--- src/rtl/qdac_pkg.sv ---
package qdac_pkg;
   typedef struct packed {
      logic csn;
      logic sclk;
      logic mosi;
      logic ldn;
   } dac_line_t;

   localparam dac_line_t LINE_IDLE = '{csn: 1'b1, sclk: 1'b0, mosi: 1'b0, ldn: 1'b1};
endpackage

--- src/rtl/qdac_stage.sv ---
module qdac_stage #(
   parameter int NUM_CH = 4,
   parameter int VAL_W  = 12,
   parameter int WORD_W = 16,
   localparam int ADDR_W = $clog2(NUM_CH)
) (
   input  logic                    clk,
   input  logic                    rst_n,
   input  logic                    wr_en,
   input  logic [ADDR_W-1:0]       wr_addr,
   input  logic [WORD_W-1:0]       wr_data,
   input  logic                    busy,
   output logic [NUM_CH*VAL_W-1:0] vals,
   output logic                    start,
   output logic                    err
);
   logic accept;
   assign accept = wr_en && !busy;
   assign start  = accept && wr_data[WORD_W-1];

   for (genvar c = 0; c < NUM_CH; c++) begin : g_chan
      logic [VAL_W-1:0] val_q;
      always_ff @(posedge clk or negedge rst_n) begin
         if (!rst_n)
            val_q <= '0;
         else if (accept && wr_addr == ADDR_W'(c))
            val_q <= wr_data[VAL_W-1:0];
      end
      assign vals[c*VAL_W +: VAL_W] = val_q;
   end

   always_ff @(posedge clk or negedge rst_n) begin
      if (!rst_n)
         err <= 1'b0;
      else if (wr_en)
         err <= busy;
   end

   // a write during a burst leaves every staged value untouched
   assert_busy_write_ignored_R7: assert property (@(posedge clk) disable iff (!rst_n)
      (wr_en && busy) |=> $stable(vals));
endmodule

--- src/rtl/qdac_seq.sv ---
module qdac_seq #(
   parameter int NUM_CH   = 4,
   parameter int WORD_W   = 16,
   parameter int HALF_DIV = 2,
   localparam int HPW   = 2*WORD_W + 2,
   localparam int SUB_W = $clog2(HPW),
   localparam int IDX_W = $clog2(NUM_CH + 1),
   localparam int DIV_W = $clog2(HALF_DIV + 1)
) (
   input  logic             clk,
   input  logic             rst_n,
   input  logic             start,
   output logic             busy,
   output logic [IDX_W-1:0] word_idx,
   output logic [SUB_W-1:0] sub_idx
);
   logic [DIV_W-1:0] div_q;

   always_ff @(posedge clk or negedge rst_n) begin
      if (!rst_n) begin
         busy     <= 1'b0;
         div_q    <= '0;
         sub_idx  <= '0;
         word_idx <= '0;
      end else if (!busy) begin
         if (start) begin
            busy     <= 1'b1;
            div_q    <= '0;
            sub_idx  <= '0;
            word_idx <= '0;
         end
      end else if (div_q == DIV_W'(HALF_DIV - 1)) begin
         div_q <= '0;
         if (word_idx == IDX_W'(NUM_CH)) begin
            busy <= 1'b0;
         end else if (sub_idx == SUB_W'(HPW - 1)) begin
            sub_idx  <= '0;
            word_idx <= word_idx + 1'b1;
         end else begin
            sub_idx <= sub_idx + 1'b1;
         end
      end else begin
         div_q <= div_q + 1'b1;
      end
   end

   // a commit accepted while idle raises busy on the next edge
   assert_commit_starts_R3: assert property (@(posedge clk) disable iff (!rst_n)
      (start && !busy) |=> busy);
   // busy never rises without an accepted commit
   assert_no_restart_R7: assert property (@(posedge clk) disable iff (!rst_n)
      $rose(busy) |-> $past(start));
   // a burst ends only after the load phase
   assert_end_after_load_R5: assert property (@(posedge clk) disable iff (!rst_n)
      $fell(busy) |-> $past(word_idx) == IDX_W'(NUM_CH));
endmodule

--- src/rtl/qdac_serial.sv ---
module qdac_serial
   import qdac_pkg::*;
#(
   parameter int NUM_CH    = 4,
   parameter int VAL_W     = 12,
   parameter int WORD_W    = 16,
   parameter int CTRL_CODE = 1,
   parameter bit REG_LINES = 1'b1,
   localparam int HPW   = 2*WORD_W + 2,
   localparam int SUB_W = $clog2(HPW),
   localparam int IDX_W = $clog2(NUM_CH + 1),
   localparam int CH_W  = $clog2(NUM_CH),
   localparam int CTL_W = WORD_W - VAL_W - CH_W,
   localparam int BIT_W = $clog2(WORD_W)
) (
   input  logic                    clk,
   input  logic                    rst_n,
   input  logic                    busy,
   input  logic [IDX_W-1:0]        word_idx,
   input  logic [SUB_W-1:0]        sub_idx,
   input  logic [NUM_CH*VAL_W-1:0] vals,
   output dac_line_t               line
);
   logic [WORD_W-1:0] frame [NUM_CH];

   for (genvar c = 0; c < NUM_CH; c++) begin : g_frame
      assign frame[c] = {CH_W'(c), CTL_W'(CTRL_CODE), vals[c*VAL_W +: VAL_W]};
   end

   dac_line_t         nxt;
   logic [WORD_W-1:0] cur;
   logic [BIT_W-1:0]  bit_pos;

   always_comb begin
      nxt     = LINE_IDLE;
      cur     = frame[word_idx[CH_W-1:0]];
      bit_pos = BIT_W'(WORD_W - 1) - BIT_W'(sub_idx >> 1);
      if (busy) begin
         if (word_idx == IDX_W'(NUM_CH)) begin
            nxt.ldn = 1'b0;
         end else if (sub_idx < SUB_W'(2*WORD_W)) begin
            nxt.csn  = 1'b0;
            nxt.sclk = sub_idx[0];
            nxt.mosi = cur[bit_pos];
         end else if (sub_idx == SUB_W'(2*WORD_W)) begin
            nxt.csn = 1'b0;
         end
      end
   end

   if (REG_LINES) begin : g_reg
      always_ff @(posedge clk or negedge rst_n) begin
         if (!rst_n) line <= LINE_IDLE;
         else        line <= nxt;
      end
      // lines are idle one edge after an idle cycle
      assert_idle_lines_R9: assert property (@(posedge clk) disable iff (!rst_n)
         !$past(busy) |-> (line == LINE_IDLE));
   end else begin : g_comb
      assign line = nxt;
      // lines are idle whenever no burst is running
      assert_idle_lines_R9: assert property (@(posedge clk) disable iff (!rst_n)
         !busy |-> (line == LINE_IDLE));
   end
endmodule

--- src/rtl/quad_dac_sync.sv ---
module quad_dac_sync
   import qdac_pkg::*;
#(
   parameter int NUM_CH    = 4,
   parameter int VAL_W     = 12,
   parameter int WORD_W    = 16,
   parameter int HALF_DIV  = 2,
   parameter int CTRL_CODE = 1,
   parameter bit REG_LINES = 1'b1,
   localparam int ADDR_W = $clog2(NUM_CH),
   localparam int HPW    = 2*WORD_W + 2,
   localparam int SUB_W  = $clog2(HPW),
   localparam int IDX_W  = $clog2(NUM_CH + 1),
   localparam int PAD_W  = WORD_W - 1 - VAL_W
) (
   input  logic              clk,
   input  logic              rst_n,
   input  logic              wr_en,
   input  logic [ADDR_W-1:0] wr_addr,
   input  logic [WORD_W-1:0] wr_data,
   input  logic [ADDR_W-1:0] rd_addr,
   output logic [WORD_W-1:0] rd_data,
   output logic              busy_wr_err,
   output logic              dac_csn,
   output logic              dac_sclk,
   output logic              dac_mosi,
   output logic              dac_ldn
);
   if (NUM_CH < 2)                          begin : g_bad_ch   $error("NUM_CH must be at least 2"); end
   if (HALF_DIV < 1)                        begin : g_bad_div  $error("HALF_DIV must be at least 1"); end
   if (WORD_W - VAL_W - ADDR_W < 1)         begin : g_bad_word $error("frame too narrow for control code"); end
   if (PAD_W < 1)                           begin : g_bad_pad  $error("register needs a pad bit"); end

   logic                    busy, start;
   logic [NUM_CH*VAL_W-1:0] vals;
   logic [IDX_W-1:0]        word_idx;
   logic [SUB_W-1:0]        sub_idx;
   dac_line_t               line;

   qdac_stage #(.NUM_CH(NUM_CH), .VAL_W(VAL_W), .WORD_W(WORD_W)) u_stage (
      .clk(clk), .rst_n(rst_n), .wr_en(wr_en), .wr_addr(wr_addr), .wr_data(wr_data),
      .busy(busy), .vals(vals), .start(start), .err(busy_wr_err));

   qdac_seq #(.NUM_CH(NUM_CH), .WORD_W(WORD_W), .HALF_DIV(HALF_DIV)) u_seq (
      .clk(clk), .rst_n(rst_n), .start(start), .busy(busy),
      .word_idx(word_idx), .sub_idx(sub_idx));

   qdac_serial #(.NUM_CH(NUM_CH), .VAL_W(VAL_W), .WORD_W(WORD_W),
                 .CTRL_CODE(CTRL_CODE), .REG_LINES(REG_LINES)) u_serial (
      .clk(clk), .rst_n(rst_n), .busy(busy), .word_idx(word_idx),
      .sub_idx(sub_idx), .vals(vals), .line(line));

   assign dac_csn  = line.csn;
   assign dac_sclk = line.sclk;
   assign dac_mosi = line.mosi;
   assign dac_ldn  = line.ldn;
   assign rd_data  = {busy, {PAD_W{1'b0}}, vals[int'(rd_addr)*VAL_W +: VAL_W]};

   // select and load are never low together
   assert_csn_ldn_exclusive_R9: assert property (@(posedge clk) disable iff (!rst_n)
      !(!dac_csn && !dac_ldn));
   // the serial clock pulses only inside a frame
   assert_sclk_in_frame_R9: assert property (@(posedge clk) disable iff (!rst_n)
      dac_sclk |-> !dac_csn);
   // data does not move while the serial clock is high
   assert_mosi_stable_R4: assert property (@(posedge clk) disable iff (!rst_n)
      (dac_sclk && $past(dac_sclk)) |-> $stable(dac_mosi));
endmodule

--- config.mk ---
export PLATFORM = sky130hd
export DESIGN_NAME = quad_dac_sync
export DESIGN_NICKNAME = d
export VERILOG_FILES = /design/src/rtl/qdac_pkg.sv /design/src/rtl/qdac_stage.sv /design/src/rtl/qdac_seq.sv /design/src/rtl/qdac_serial.sv /design/src/rtl/quad_dac_sync.sv
export SDC_FILE = /design/constraint.sdc
export NUM_CORES = 1
export LEC_CHECK = 0
export BUFFER_PORTS_ARGS = -buffer_cell sky130_fd_sc_hd__buf_2
export CORE_ASPECT_RATIO = 0.6
export CORE_UTILIZATION = 40
export CTS_CLUSTER_DIAMETER = 50
export DETAILED_ROUTE_END_ITERATION = 12
export SLEW_MARGIN = 20
export SYNTH_ARGS = -nofsm -noshare
export SYNTH_HDL_FRONTEND = slang
export SYNTH_SLANG_ARGS = --single-unit
--- constraint.sdc ---
create_clock -name clk -period 2.3 [get_ports clk]
set_input_delay 0.69 -clock clk [delete_from_list [all_inputs] [get_ports clk]]
set_output_delay 0.69 -clock clk [all_outputs]
set_load 0.01 [all_outputs]
==> results.ini <==
[sta]
rsz0062_at_grt=false
tns_ns=0
tightest_slew_ns=0.6068
hold_viol_final=0
setup_violations=0
slew_headroom_pct=58.50
slew_violations=0
setup_ws_ns=0.03708
fmax_mhz=441.9
finClkSkew_ns=0.007217
timing.final.crit_share_pct=98.39
fin_crit_ns=2.263

[power_and_ir_drop]
ir_drop_v=0.0003530
power_mw=2.777
powerDensity_nw_per_um2=663.4
p_leak_nw=1.941

[setup_path]
crit_fanout=8
required_ns=1.61
worst_setup_path_end_kind=output port
cp-start-kind=input port
cp.arrival_ns=1.57
critical_path_class=input port to output port
reg2reg_slack_ns=0.18

[clock_network]
cts_tree=yes
cts_buffers=9
cts-htree-levels=3
cts_root_buf=clkbuf_16
clk_latency_ns=0.34
cts_sinks=65
cts_setup_buffers=0
ctsLongestPathBuffers=2
clk_pin_slew_worst_paths_ns=0.05

[detailed_routing]
drt_iter0_drc=154
drc=0
routed_wl_mm=7.851
vias=2316
via_per_inst=5.514
dr.pass1.iters=4
wire_per_inst_um=18.69
drt.antenna.violating_nets=0

[placement]
place_inst=405
hpwl_mm=5.484
preCtsSetupSlack_ns=-0.01839
placed_area_um2=3857
port-buffer-count=37
place_congestion=0.8458

[logic_synthesis]
synthMuxAreaShare_pct=31.46
synthesis.instances=257
synth_top_family_by_area=multiplexers
yosysTopAreaCell=dfrtp_1
synthFlopType=dfrtp_1
synth_area_per_cell_um2=13.70
syn-cell-area_um2=3520
async_reset_ff_share_pct=100.0
synthAdderAreaFrac_pct=1.422
ys_types=51
yosysWarningCount=0
seq_area_frac_synth_pct=46.29
synth_compound_area_share_pct=6.577
synth_area_leaders=dfrtp_1 45%, mux2_2 18%, mux4_2 12%, nand2_1 1.6%, o21ai_0 1.6%
synth-simple-area-share_pct=8.710
synth_edf_count=0
yosysTopAreaCellShare_pct=44.79
ys_seq_elements=65
synth_xor_area_share_pct=0.2488

[die]
start_util_pct=41.29
ioPinCount=44
row_count=26
die_area_um2=9191
die_y_um=74.66
dieWidth_um=123.1
design.core.area_um2=8523

[final_layout]
regArea_um2=1629
fill_cells=755
multiInputGateArea_um2=1734
drive_gt1_share_pct=49.35
n_antenna_cell=0
final_cells=420
final_area_um2=4185
nets=331
syn2layout_area_growth_pct=18.91

[global_route]
grt_pass1_vias=2409
grt_pass1_wl_mm=12.97
use_met1_pct=28.25
grt_use_met2_pct=28.59
met3_usage_pct=6.288
grt_most_used_layer=met2
grt_util_all_layers_pct=19.63
overflow=0
grt_max_degree=51
antenna_found_initial=0

[worst_hold_path]
hp-class=input port to asynchronous set/reset pin

[job]
maxCapViolCount=0

[status]
status=finished, final reports clean

## cells in the mapped netlist (2+ instances only)
cell,instances
nand3_1,6
clkbuf_8,4
buf_6,3
inv_1,3
mux2_2,55
o22ai_1,5
nand2b_1,6
o21ai_1,3
dfrtp_1,63
and3_1,2
dfstp_2,2
nor4bb_1,2
a21oi_1,2
buf_4,4
and2_1,2
nor2b_1,3
mux2i_1,3
nor3_1,2
o31ai_1,4
o21a_1,2
mux4_1,2
mux4_2,18
nand2_1,15
buf_2,5
ha_1,4
and2b_2,2
o21ai_0,11
## worst max-delay path: stages
cell and delay [ns]:
buf_8 0.08, buf_12 0.13, mux4_2 0.51, buf_2 0.16
## where the power goes
group,internal [mW],switching (mW),leakage [nW]
clock network,0.970,0.470,0.153
registers,1.17,0.0158,0.849
logic,0.0771,0.0761,0.938
total,2.21,0.562,1.94
## state kept, by name, summed over array words and instances, names as in the netlist
| signal | flops |
|---|---|
| u_seq.word_idx | 3 |
| u_stage.g_chan.val_q | 48 |
| u_seq.div_q | 2 |
| u_seq.sub_idx | 6 |
| u_serial.line | 4 |
| u_seq.busy | 1 |
| u_stage.err | 1 |
## layout make-up
| type | instances | share of cell area (%) |
|---|---|---|
| Tap cell | 112 | 3.348 |
| Inverter | 3 | 0.2691 |
| Multi-Input combinational cell | 172 | 41.43 |
| Timing Repair Buffer | 53 | 8.580 |
| Clock inverter | 3 | 1.555 |
| Clock buffer | 12 | 5.889 |
| Sequential cell | 65 | 38.92 |
## metrics by stage
| step | util (%) | hold WS [ns] |
|---|---|---|
| 2_1_floorplan | - | 0.3944 |
| 3_3_place_gp | 45.26 | 0.4853 |
| 3_5_place_dp | 45.26 | 0.4916 |
| 4_1_cts | 49.02 | 0.2937 |
| 5_1_grt | 49.10 | 0.3018 |
| 6_report | 49.10 | 0.2800 |
## repair_timing
item,in CTS,in global routing
gates resized for setup,2,2
endpoints found under the setup margin,11,10
hold buffers,0,0
gates cloned,0,0
## path summary, 6_finish.rpt
check | start | to | depth (start not counted)
worst max-delay path | rd_addr[0] | rd_data[4] | 4
worst min-delay path | rst_n | u_stage.g_chan[1].val_q[10] | 1
worst max register to register | u_seq.word_idx[1] | u_seq.sub_idx[4] | 6
worst min register to register | u_seq.div_q[1] | u_seq.div_q[1] | 1
max in group asynchronous | rst_n | u_stage.g_chan[1].val_q[5] | 2
min in group clk | u_seq.div_q[1] | u_seq.div_q[1] | 1
## cells by family after synthesis
logic type / count (synthesis)
other cells: 1
simple gates: 51
xor+xnor: 1
flops: 65
buf+inv: 22
mux: 78
fa+ha+maj: 4
compound gates: 35
## routing by layer
metal | wire (um) | vias to the layer above | part of all wire (%)
met5 | 0 | - | 0
met4 | 96 | 0 | 1.2
met3 | 396 | 11 | 5.0
met2 | 3330 | 49 | 42
met1 | 4028 | 1195 | 51
li1 | - | 1061 | -
## layout by cell type (no fill, tap or decap), types with 4 or more instances in the layout
cell type and count:
buf_2 35, buf_4 13, clkbuf_16 9, dfrtp_1 63, ha_1 4, mux2_2 55, mux4_2 18, nand2_1 15
nand2b_1 6, nand3_1 6, o21ai_0 11, o22ai_1 5, o31ai_1 4
Note: power is estimated with default switching activity, not from simulation.
